[config.mk]
export PLATFORM = sky130hd
export DESIGN_NAME = irqbank_top
export DESIGN_NICKNAME = d
export VERILOG_FILES = /design/src/rtl/irqbank_pkg.sv /design/src/rtl/irqbank_ctrl.sv /design/src/rtl/irqbank_dp.sv /design/src/rtl/irqbank_top.sv
export SDC_FILE = /design/constraint.sdc
export NUM_CORES = 1
export LEC_CHECK = 0
export ABC_AREA = 1
export BUFFER_PORTS_ARGS = -buffer_cell sky130_fd_sc_hd__buf_2
export CAP_MARGIN = 10
export CELL_PAD_IN_SITES_DETAIL_PLACEMENT = 1
export CELL_PAD_IN_SITES_GLOBAL_PLACEMENT = 1
export CORE_ASPECT_RATIO = 0.9
export CORE_MARGIN = 4
export CORE_UTILIZATION = 38
export CTS_CLUSTER_SIZE = 16
export DETAILED_ROUTE_END_ITERATION = 8
export GPL_TIMING_DRIVEN = 0
export PLACE_DENSITY = 0.84
export SLEW_MARGIN = 20
export SYNTH_ARGS = -nofsm -noshare
export SYNTH_HDL_FRONTEND = slang
export SYNTH_SLANG_ARGS = --single-unit
[constraint.sdc]
create_clock -name clk -period 4.8 [get_ports clk]
set_input_delay 0.48 -clock clk [delete_from_list [all_inputs] [get_ports clk]]
set_output_delay 0.48 -clock clk [all_outputs]
set_load 0.03 [all_outputs]
[src/rtl/irqbank_pkg.sv]
package irqbank_pkg;

  localparam int CLASS_CNT = 5;
  localparam int CLASS_IDX_W = $clog2(CLASS_CNT);

  typedef enum logic [1:0] {
    RD_NONE   = 2'd0,
    RD_RAW    = 2'd1,
    RD_MASKED = 2'd2,
    RD_MASK   = 2'd3
  } rdKind_e;

  typedef struct packed {
    logic [CLASS_CNT-1:0]   maskWr;
    logic [CLASS_CNT-1:0]   clrWr;
    rdKind_e                rdKind;
    logic [CLASS_IDX_W-1:0] rdClass;
  } strobes_t;

endpackage

[src/rtl/irqbank_ctrl.sv]
module irqbank_ctrl
  import irqbank_pkg::*;
#(
  parameter int ADDR_W    = 12,
  parameter int RAW_BASE  = 'h2C0,
  parameter int STAT_BASE = 'h2E8,
  parameter int MASK_BASE = 'h310,
  parameter int CLR_BASE  = 'h338,
  parameter int STRIDE    = 8
) (
  input  logic              busWrite,
  input  logic              busRead,
  input  logic [ADDR_W-1:0] busAddr,
  output strobes_t          st
);

  always_comb begin
    st = '0;
    st.rdKind = RD_NONE;
    for (int k = 0; k < CLASS_CNT; k++) begin
      if (busWrite && busAddr == ADDR_W'(MASK_BASE + k * STRIDE)) st.maskWr[k] = 1'b1;
      if (busWrite && busAddr == ADDR_W'(CLR_BASE + k * STRIDE))  st.clrWr[k]  = 1'b1;
      if (busRead) begin
        if (busAddr == ADDR_W'(RAW_BASE + k * STRIDE)) begin
          st.rdKind  = RD_RAW;
          st.rdClass = CLASS_IDX_W'(k);
        end
        if (busAddr == ADDR_W'(STAT_BASE + k * STRIDE)) begin
          st.rdKind  = RD_MASKED;
          st.rdClass = CLASS_IDX_W'(k);
        end
        if (busAddr == ADDR_W'(MASK_BASE + k * STRIDE)) begin
          st.rdKind  = RD_MASK;
          st.rdClass = CLASS_IDX_W'(k);
        end
      end
    end
  end

endmodule

[src/rtl/irqbank_dp.sv]
module irqbank_dp
  import irqbank_pkg::*;
#(
  parameter int NUM_CH = 4,
  parameter int DATA_W = 32,
  parameter int WE_LSB = 8,
  localparam int FLAT_W = CLASS_CNT * NUM_CH,
  localparam int WD_W   = WE_LSB + NUM_CH
) (
  input  logic              clk,
  input  logic              rstN,
  input  strobes_t          st,
  input  logic [WD_W-1:0]   wrData,
  input  logic [FLAT_W-1:0] evtIn,
  output logic [DATA_W-1:0] rdData,
  output logic [FLAT_W-1:0] rawBits,
  output logic [FLAT_W-1:0] maskBits,
  output logic              irq
);

  logic [FLAT_W-1:0] statBits;
  logic [NUM_CH-1:0] dataBits;
  logic [NUM_CH-1:0] weBits;
  logic              unusedGap;

  assign dataBits  = wrData[NUM_CH-1:0];
  assign weBits    = wrData[WE_LSB +: NUM_CH];
  assign unusedGap = ^wrData;

  for (genvar k = 0; k < CLASS_CNT; k++) begin : g_class
    logic [NUM_CH-1:0] rawR;
    logic [NUM_CH-1:0] maskR;
    logic [NUM_CH-1:0] clrVec;
    logic [NUM_CH-1:0] enVec;

    assign clrVec = st.clrWr[k]  ? dataBits : '0;
    assign enVec  = st.maskWr[k] ? weBits   : '0;

    always_ff @(posedge clk or negedge rstN) begin
      if (!rstN) begin
        rawR  <= '0;
        maskR <= '0;
      end else begin
        rawR  <= (rawR & ~clrVec) | evtIn[k*NUM_CH +: NUM_CH];
        maskR <= (maskR & ~enVec) | (dataBits & enVec);
      end
    end

    assign rawBits[k*NUM_CH +: NUM_CH]  = rawR;
    assign maskBits[k*NUM_CH +: NUM_CH] = maskR;
  end

  assign statBits = rawBits & maskBits;

  always_ff @(posedge clk or negedge rstN) begin
    if (!rstN) irq <= 1'b0;
    else       irq <= |statBits;
  end

  always_comb begin
    rdData = '0;
    for (int k = 0; k < CLASS_CNT; k++) begin
      if (int'(st.rdClass) == k) begin
        case (st.rdKind)
          RD_RAW:    rdData[NUM_CH-1:0] = rawBits[k*NUM_CH +: NUM_CH];
          RD_MASKED: rdData[NUM_CH-1:0] = statBits[k*NUM_CH +: NUM_CH];
          RD_MASK:   rdData[NUM_CH-1:0] = maskBits[k*NUM_CH +: NUM_CH];
          default:   rdData = '0;
        endcase
      end
    end
  end

endmodule

[src/rtl/irqbank_top.sv]
module irqbank_top
  import irqbank_pkg::*;
#(
  parameter int NUM_CH    = 4,
  parameter int ADDR_W    = 12,
  parameter int DATA_W    = 32,
  parameter int WE_LSB    = 8,
  parameter int RAW_BASE  = 'h2C0,
  parameter int STAT_BASE = 'h2E8,
  parameter int MASK_BASE = 'h310,
  parameter int CLR_BASE  = 'h338,
  parameter int STRIDE    = 8,
  localparam int FLAT_W   = CLASS_CNT * NUM_CH,
  localparam int WD_W     = WE_LSB + NUM_CH
) (
  input  logic              clk,
  input  logic              rstN,
  input  logic              busWrite,
  input  logic              busRead,
  input  logic [ADDR_W-1:0] busAddr,
  input  logic [DATA_W-1:0] busWdata,
  output logic [DATA_W-1:0] busRdata,
  input  logic [FLAT_W-1:0] evtIn,
  output logic              irqOut
);

  strobes_t          st;
  logic [FLAT_W-1:0] rawBits;
  logic [FLAT_W-1:0] maskBits;
  logic              unusedWdata;

  assign unusedWdata = ^busWdata[DATA_W-1:WD_W];

  irqbank_ctrl #(
    .ADDR_W(ADDR_W), .RAW_BASE(RAW_BASE), .STAT_BASE(STAT_BASE),
    .MASK_BASE(MASK_BASE), .CLR_BASE(CLR_BASE), .STRIDE(STRIDE)
  ) u_ctrl (
    .busWrite(busWrite),
    .busRead (busRead),
    .busAddr (busAddr),
    .st      (st)
  );

  irqbank_dp #(
    .NUM_CH(NUM_CH), .DATA_W(DATA_W), .WE_LSB(WE_LSB)
  ) u_dp (
    .clk     (clk),
    .rstN    (rstN),
    .st      (st),
    .wrData  (busWdata[WD_W-1:0]),
    .evtIn   (evtIn),
    .rdData  (busRdata),
    .rawBits (rawBits),
    .maskBits(maskBits),
    .irq     (irqOut)
  );

endmodule

[After elaboration in Yosys (flattened, before gate mapping)]
Cells that the tools add are included.
Storage, ports and cells
  memories: 0
  register bits: 41
  input port bits: 68
  latch bits: 0
  logic and storage cells: 141
  bits in writable memories: 0
  output and inout bits: 33
  bits in read-only memories: 0
Cells by class
  shifts and indexed selects: 0
  reduce and logical (&&, ||, !) cells: 13
  $add $sub $neg: 0
  $lt $le $gt $ge: 0
  mux-type cells: 54
  eq/ne operators: 27
  multiply operators: 0
  bitwise operators: 36
  divide/modulo/power cells: 0
Operator list (number)
  $eq 12x10->1 const B: 20
  $mux 32: 4
  $mux 28: 4
  $mux 5: 19
  $and 4x4->4: 15
  $pmux 4 s3: 5
  $mux 4: 12
  $not 4->4: 10
  $or 4x4->4: 10
  $and 20x20->20: 1
  $reduce_or 20->1: 1
  $logic_and 1x1->1: 10
  $mux 1: 10
  $eq 3x3->1 const B: 3
  $eq 2x2->1 const B: 2
  $eq 3x2->1 const B: 1
  $logic_not 3->1: 1
  $reduce_or 3->1: 1
  $eq 2x1->1 const B: 1

[Logic depth before layout (Yosys ltp)]
Gate-level depths: netlist of the first run.
  depth in word-level cells: 31
  mapped depth: 16

[Modules after synthesis]
From an unflattened synthesis of the first run, not the netlist that was laid out.
Second synthesis, totals
  cells, all modules: 422
  area, all modules: 2887.8 um2
Modules (own cells, without submodules)
  irqbank_dp: sequential area each 1026.0 um2, instances 1, cells each 319, area an instance 2394.8 um2
  irqbank_ctrl: sequential area each 0.0 um2, instances 1, cells each 103, area an instance 493.0 um2

[Worst setup path before layout of the first run]
OpenSTA, ideal clock, no wires.
  kind: input to output
  start point: input busAddr[0]
  end point: output busRdata[1]
  stages: 15
  path buffers: 2
  data arrival time: 1.918 ns
  setup slack: 2.402 ns
  path through: inv_1 > nand2_1 > nor2_8 > nand3_2 > nand2_1 > inv_1 > nand4_2 > buf_6 > nand2_4 > buf_6 > o21ai_0 > nand3_1 > nand2_1 > nor2_1 > nand2_1
On the way
  longest elaborated chain between the ends: 28
RTL lines
  from (decl): line irqbank_top.sv:20  | input logic [ADDR_W-1:0] busAddr,
  $eq 12x10->1: line irqbank_ctrl.sv:24  | if (busAddr == ADDR_W'(RAW_BASE + k * STRIDE)) begin
  $mux 4: line irqbank_ctrl.sv:24
  $mux 5: line irqbank_ctrl.sv:28  | if (busAddr == ADDR_W'(STAT_BASE + k * STRIDE)) begin
  $mux 5: line irqbank_ctrl.sv:32  | if (busAddr == ADDR_W'(MASK_BASE + k * STRIDE)) begin
  $mux 5: line irqbank_ctrl.sv:23  | if (busRead) begin
  $mux 5: line irqbank_ctrl.sv:24
  $mux 5: line irqbank_ctrl.sv:28
  $mux 5: line irqbank_ctrl.sv:32
  (+10 left out)
  $mux 5: line irqbank_ctrl.sv:28
  $mux 5: line irqbank_ctrl.sv:32
  $mux 5 *: line irqbank_ctrl.sv:23
  $eq 2x2->1 / $eq 2x1->1 (equally long branches): line irqbank_dp.sv:64  | case (st.rdKind)
  $pmux 4 s3: line irqbank_dp.sv:64
  $mux 4: line irqbank_dp.sv:63  | if (int'(st.rdClass) == k) begin
  $mux 32 (3 in a row): line irqbank_dp.sv:63
  $mux 32 *: line irqbank_dp.sv:63
  to (decl): line irqbank_top.sv:22  | output logic [DATA_W-1:0] busRdata,
Every way passes the cells marked *; elsewhere a longest branch is shown, timed or not.

[Final worst setup path of the first run]
  start point: input busAddr[5]
  end point: output busRdata[1]
Same word-level chain as after synthesis.

==> results.tsv, run 1 <==
stage	metric	value	unit
logic_synthesis	postSynthAreaPerCell	6.977	µm²
timing	tns	0	ps
timing	fmax	346.4	MHz
layout	final_layout_size_suffix_gt1_share	22.36	%
logic_synthesis	synth-xor-area-share	0	%
logic_synthesis	synthAdderAreaFrac	0	%
logic_synthesis	syn_inst	418	
layout	finalNetCount	568	
floorplanning	start_util	38.85	%
layout	fin_area	3490	µm²
floorplanning	core_area	7507	µm²
critical_path	critical_path.slowest_cell	nor2_2	
place	post_dp_cell_area	3378	µm²
pwr	total_leakage_power	1.948	nW
hold_path	hold_path_class	in2async	
clock_tree	clk_pin_slew	90	ps
critical_path	r2r_start	u_dp.g_class[3].rawR[1]$_DFF_PN0_	
timing	rsz0062_at_grt	false	
logic_synthesis	postSynthRegisterBits	41	
grt	antenna_found_initial	0	
critical_path	worstPathMaxFanout	10	
detailed_routing	viasPerCell	4.973	
clock_tree	cts_tree	built	
critical_path	setup.worst_path.end	busRdata[1]	
grt	grt_max_degree	42	
critical_path	crit_path_cell_trace	buf_2 > inv_1 > nand2_1 > nor2_2 > nand3_2 > nand2_1 > nor2_1 > nand4_2 > buf_6 > nand2_4 > buf_6 > o21ai_0 > nand3_1 > nand2_1 > nor2_1 > nand2_1 > buf_2	
layout	syn_to_final_growth	19.65	%
pwr	p_switching	0.0002033	W
detailed_routing	drtPass1Iterations	4	
pwr	pwr-share-seq	46.7	%
layout	antenna_cells	0	
clock_tree	clock_sinks	41	
clock_tree	htree_num_levels	2	
clock_tree	cts_made_buffers	5	
logic_synthesis	syn_area	2917	µm²
grt	grt_use_total	20.52	%
logic_synthesis	synth_top_family_by_area	simple AND/OR/NAND/NOR gates	
critical_path	r2r_setup_slack	3500	ps
floorplanning	fp.dieW	100.3	µm
place	gp_congestion	0.9130	
timing	setup_viol	0	
floorplanning	rows	30	
critical_path	crit_path_max_incr_delay	250	ps
timing	clock_skew	10.28	ps
detailed_routing	routed_wl	9159	µm
critical_path	path_common_cell	nand2_1	
timing	min_period	2887	ps
detailed_routing	vias	2969	
detailed_routing	antenna_left	0	
logic_synthesis	yosys_warnings	0	
critical_path	cp_data_arrival_time	2410	ps
detailed_routing	drt_iter0_markers	179	
place	dpl.cell_count	589	
detailed_routing	drc_errors	0	
pwr	p_int	0.0005377	W
logic_synthesis	synth_top_area_share	35.18	%
floorplanning	io_pins	101	
critical_path	r2r_cells	5	
clock_tree	cts_buffer_depth	2	
critical_path	r2r-end	u_dp.irq$_DFF_PN0_	
job	cap_violations	0	
critical_path	cp-end-kind	output pin	
layout	fillers	1042	
floorplanning	die_h	91.11	µm
layout	regArea	1026	µm²
critical_path	startpoint	busAddr[5]	
timing	fin_crit_sh	60.14	%
place	port_buffers	48	
timing	slew_violations	0	
logic_synthesis	synth.area.top_cells	dfrtp_1, nand2_1, buf_4	
timing	tightest_slew	923.3	ps
clock_tree	cts_setup_buffers	0	
layout	multiInputGateArea	1514	µm²
pwr	p_per_area	212.3	nW/µm²
pwr	finalPower	0.0007410	W
critical_path	startpoint_type	input port	
logic_synthesis	synth_mux_area_share	0	%
floorplanning	die-area	9142	µm²
pwr	netSwitchingFraction	27.44	%
logic_synthesis	synth_top_area_cell	dfrtp_1	
layout	stdcell_count	597	
grt	grt_overflow_total	0	
logic_synthesis	synth.distinct_cells	30	
timing	hold_viol_final	0	
grt	grt_pass1_wl	14940	µm
outcome	status	finished, final reports clean	
logic_synthesis	synth-simple-area-share	33.68	%
clock_tree	insertion_delay	300	ps
detailed_routing	post_drt_wl_per_cell	15.34	µm
logic_synthesis	seq_area_frac_synth	35.18	%
critical_path	critical_path_required	4320	ps
grt	grt_pass1_vias	3040	
place	hpwl	7537	µm
critical_path	path_class	in2out	
pwr	clkPwrFrac	38.7	%
pwr	vdd_ir_drop_max	178.4	µV
pwr	p_comb_share	14.6	%
clock_tree	hold_buffers	0	
timing	relSlewSlack	38.45	%
clock_tree	cts-root-buf	clkbuf_8	
logic_synthesis	synth_compound_area_share	14.63	%
clock_tree	cts_resized	0	
==> per-layer routing <==
metal  routed length, µm  track usage (%)
met1                4110            28.18
met2                4368            33.77
met3                 604            2.304
met4                  76            6.061
met5                   0                0
==> area by class of cell <==
class	instances	share of cell area, %
buffer	34	7.458
clock buffer	6	2.080
clock inverter	2	1.112
inverter	58	6.239
multi-input combinational	312	43.38
sequential	41	29.40
tap	96	3.442
timing repair buffer	48	6.884
==> cell usage after synthesis <==
cell type and instances:
o21ai_1 4, o211ai_1 5, nand4_1 4, buf_2 1
nand2_4 1, nand2_1 100, o21ai_0 29, buf_4 29
inv_1 54, nand2_2 8, nand3_2 2, buf_6 3
inv_2 4, nand4_2 1, nor2_4 3, nor3_1 1
nand3b_1 1, nand3_1 37, nor2_8 1, a21oi_1 4
nor2_2 3, nand3_4 1, a221oi_1 5, o22ai_1 4
dfrtp_1 41, conb_1 1, nor4_1 2, o21bai_1 18
clkbuf_1 1, nor2_1 50
==> power groups by stage <==
stage	registers [W]	logic, W	clock network (W)
2_1_floorplan	0.000353	0.0000693	0
3_3_place_gp	0.000353	0.000106	0
3_5_place_dp	0.000353	0.000108	0
4_1_cts	0.000346	0.000108	0.000291
5_1_grt	0.000346	0.000118	0.000307
6_report	0.000346	0.000108	0.000287
==> worst max-delay path: cells and delay by family <==
kind | cells | cell delay [ps]
compound gates | 1 | 180
buf+inv | 5 | 690
simple gates | 11 | 1040
==> cell usage in the layout (no fill, tap or decap), drive strengths merged <==
cell type,Yosys,routed
a221oi,5,5
bufinv,0,1
nor4,2,2
o211ai,5,5
conb,1,28
nor3,1,1
o21ai,33,33
nand3b,1,1
nand4,5,5
o21bai,18,18
buf,33,81
clkinv,0,1
o22ai,4,4
inv,58,58
clkbuf,1,7
nand3,40,40
nor2,57,57
dfrtp,41,41
a21oi,4,4
nand2,109,109
==> through the flow <==
step	hold WS (ps)	setup slack (ps)	utilization, %
2_1_floorplan	184.4	2402	-
3_3_place_gp	468.4	2000	45.00
3_5_place_dp	476.3	1942	45.00
4_1_cts	347.0	1929	46.48
5_1_grt	362.4	1715	46.48
6_report	303.4	1913	46.48
==> cells by family after synthesis <==
kind of cell           after synthesis
buffers and inverters               92
AO/OA/AOI/OAI                       69
AND/OR/NAND/NOR                    215
flip-flops                          41
other                                1
==> worst min path at each step <==
stage	slack, ps	depth (start not counted)	endpoint
detailed placement	480	2	register
global route	360	2	u_dp.g_class[4].rawR[3]$_DFF_PN0_
floorplan	180	0	async pin
CTS	350	1	u_dp.g_class[0].rawR[3]$_DFF_PN0_
global placement	470	2	register
finish	300	1	u_dp.g_class[0].rawR[1]$_DFF_PN0_
Note: power is estimated with default switching activity, not from simulation.
==> run 2: changes to the inputs <==
CORE_UTILIZATION = 32   (was 38)
PLACE_DENSITY = 0.75   (was 0.84)
clock period = 2.5 ns   (was 4.8 ns; I/O delays follow)
==> run 2 against run 1 <==
- via count up 0.17%
- power up 84%
- clock skew down 3.7 ps
- critical path type unchanged
- critical endpoint unchanged
- largest power group unchanged
==> results.tsv, run 2 (synthesized netlist as in run 1, its figures left out) <==
stage	metric	value	unit	change
outcome	status	finished, final reports clean		
grt	grtUsageMet2	28.98	%	-4.8 points
layout	final_common_cell	nand2_1		
critical_path	path_class	in2out		
timing	clock_skew	6.603	ps	-3.672 ps
floorplanning	io_pins	101		unchanged
critical_path	worstPathMaxFanout	10		unchanged
timing	rsz0062_at_grt	true		
critical_path	r2r_setup_slack	1160	ps	-2340 ps
grt	use_met3	2.554	%	+0.25 points
pwr	p_per_area	380.7	nW/µm²	+79%
place	hpwl	7734	µm	+2.6%
grt	grt_max_degree	42		unchanged
place	pre_cts_ws	66.18	ps	-1876 ps
floorplanning	die_h	98.57	µm	+8.2%
hold_path	hold_path_class	in2async		
grt	grt_pass1_wl	15480	µm	+3.6%
detailed_routing	antenna_left	0		unchanged
critical_path	cp_data_arrival_time	2150	ps	-260 ps
pwr	vdd_ir_drop_max	251.0	µV	+41%
floorplanning	core_area	8728	µm²	+16%
timing	setup_viol	0		unchanged
detailed_routing	routed_wl	9699	µm	+5.9%
timing	relSlewSlack	36.47	%	-2.0 points
critical_path	path_common_cell	nand2_1		
clock_tree	clk_pin_slew	90	ps	about the same
critical_path	r2r-end	u_dp.irq$_DFF_PN0_		
layout	final_cell_mix	nand2_1, inv_1, nor2_1		
detailed_routing	vias	2974		+0.17%
place	gp_congestion	0.8909		-2.4%
layout	final_util	41.07	%	-5.4 points
clock_tree	cts_made_buffers	5		unchanged
critical_path	critical_path.slowest_cell	nor2_4		
grt	top_usage_layer	met2		
clock_tree	cts_tree	built		
clock_tree	hold_buffers	0		unchanged
critical_path	crit_path_cell_trace	buf_2 > inv_1 > nand2_2 > nor2_4 > nand3_2 > nand2_2 > inv_1 > nand4_2 > buf_6 > nand3_4 > buf_8 > nand2_1 > nand3_1 > nand2_1 > nor2_1 > nand2_1 > clkbuf_4		
critical_path	startpoint_type	input port		
timing	hold_viol_final	0		unchanged
grt	met1_usage	26.99	%	-1.2 points
detailed_routing	drc_errors	0		unchanged
clock_tree	clock_sinks	41		unchanged
timing	fmax	416.2	MHz	
detailed_routing	viasPerCell	4.758		-4.3%
timing	tightest_slew	953.0	ps	+29.69 ps
layout	multiInputGateArea	1550	µm²	+2.4%
layout	fillers	1192		+14%
floorplanning	start_util	33.41	%	-5.4 points
timing	slew_violations	0		unchanged
place	post_dp_cell_area	3407	µm²	+0.85%
detailed_routing	drtPass1Iterations	4		unchanged
detailed_routing	drt_iter0_markers	117		-35%
grt	antenna_found_initial	0		unchanged
layout	regArea	1026	µm²	unchanged
critical_path	cp-end-kind	output pin		
clock_tree	cts_buffer_depth	2		unchanged
critical_path	crit_path_max_incr_delay	210	ps	-40 ps
clock_tree	htree_num_levels	2		unchanged
layout	stdcell_count	625		+4.7%
timing	min_period	2403	ps	
job	cap_violations	0		unchanged
timing	holdWs	80.29	ps	-223.2 ps
grt	grt_use_total	18.28	%	-2.2 points
layout	syn_to_final_growth	22.91	%	
layout	fin_area	3585	µm²	+2.7%
layout	final_layout_size_suffix_gt1_share	24.90	%	+2.5 points
grt	grt_pass1_vias	2994		-1.5%
place	dpl.cell_count	612		+3.9%
clock_tree	insertion_delay	300	ps	about the same
timing	fin_crit_sh	96.10	%	
floorplanning	rows	32		+6.7%
timing	worst_slack	97.42	ps	-1816 ps
layout	finalNetCount	573		+0.88%
layout	antenna_cells	0		unchanged
pwr	total_leakage_power	1.951	nW	+0.17%
floorplanning	fp.dieW	108.6	µm	+8.3%
detailed_routing	post_drt_wl_per_cell	15.52	µm	+1.2%
clock_tree	cts-root-buf	clkbuf_8		
place	port_buffers	48		unchanged
floorplanning	die-area	10710	µm²	+17%
grt	grt_overflow_total	0		unchanged
critical_path	r2r_cells	5		unchanged
critical_path	critical_path_required	2250	ps	-2070 ps
[run 2: worst max-delay path by stage]
stage | slack, ps | end | depth (start not counted) | start
after global routing | -30 | busRdata[1] | 17 | busAddr[11]
after global placement | 140 | busRdata[1] | 17 | busAddr[0]
after CTS | 60 | busRdata[1] | 17 | busAddr[4]
final | 100 | busRdata[1] | 17 | busAddr[11]
after floorplan | 560 | busRdata[1] | 15 | busAddr[0]
after detailed placement | 70 | busRdata[1] | 17 | busAddr[4]
[run 2: area by class of cell]
class | instances | area share, %
well taps | 119 | 4.154
inverters | 58 | 6.178
clock inverters | 3 | 0.6981
plain buffers | 34 | 7.435
multi-input cells | 313 | 43.25
clock buffers | 5 | 1.920
repair buffers | 52 | 7.749
flip-flops and latches | 41 | 28.62
[run 2: timing repair]
action | CTS | global route
resized for setup | 0 | 18
buffers inserted | 0 | 4
endpoints found under the setup margin | 0 | 4
[run 2: worst max-delay path, delay by kind of cell]
kind	cells	cell delay, ps
buffers and inverters	6	740
AND/OR/NAND/NOR	11	1140
[run 2: stage by stage]
| step | total power, W | setup TNS (ps) |
|---|---|---|
| 2_1_floorplan | 0.0008102 | 0 |
| 3_3_place_gp | 0.0008813 | 0 |
| 3_5_place_dp | 0.0008838 | 0 |
| 4_1_cts | 0.001351 | 0 |
| 5_1_grt | 0.001415 | -30.36 |
| 6_report | 0.001365 | 0 |
[run 2: metal layers]
layer | vias up | part of all wire (%) | wire, µm
li1 | 1464 | - | -
met1 | 1415 | 47 | 4536
met2 | 87 | 46 | 4507
met3 | 8 | 5.8 | 567
met4 | 0 | 0.91 | 88
met5 | - | 0 | 0
[run 2: power by group]
group          switching (W)  internal [W]  leakage (nW)
Sequential       0.000000664      0.000663         0.442
Combinational       0.000144     0.0000712          1.46
Clock               0.000283      0.000202        0.0447
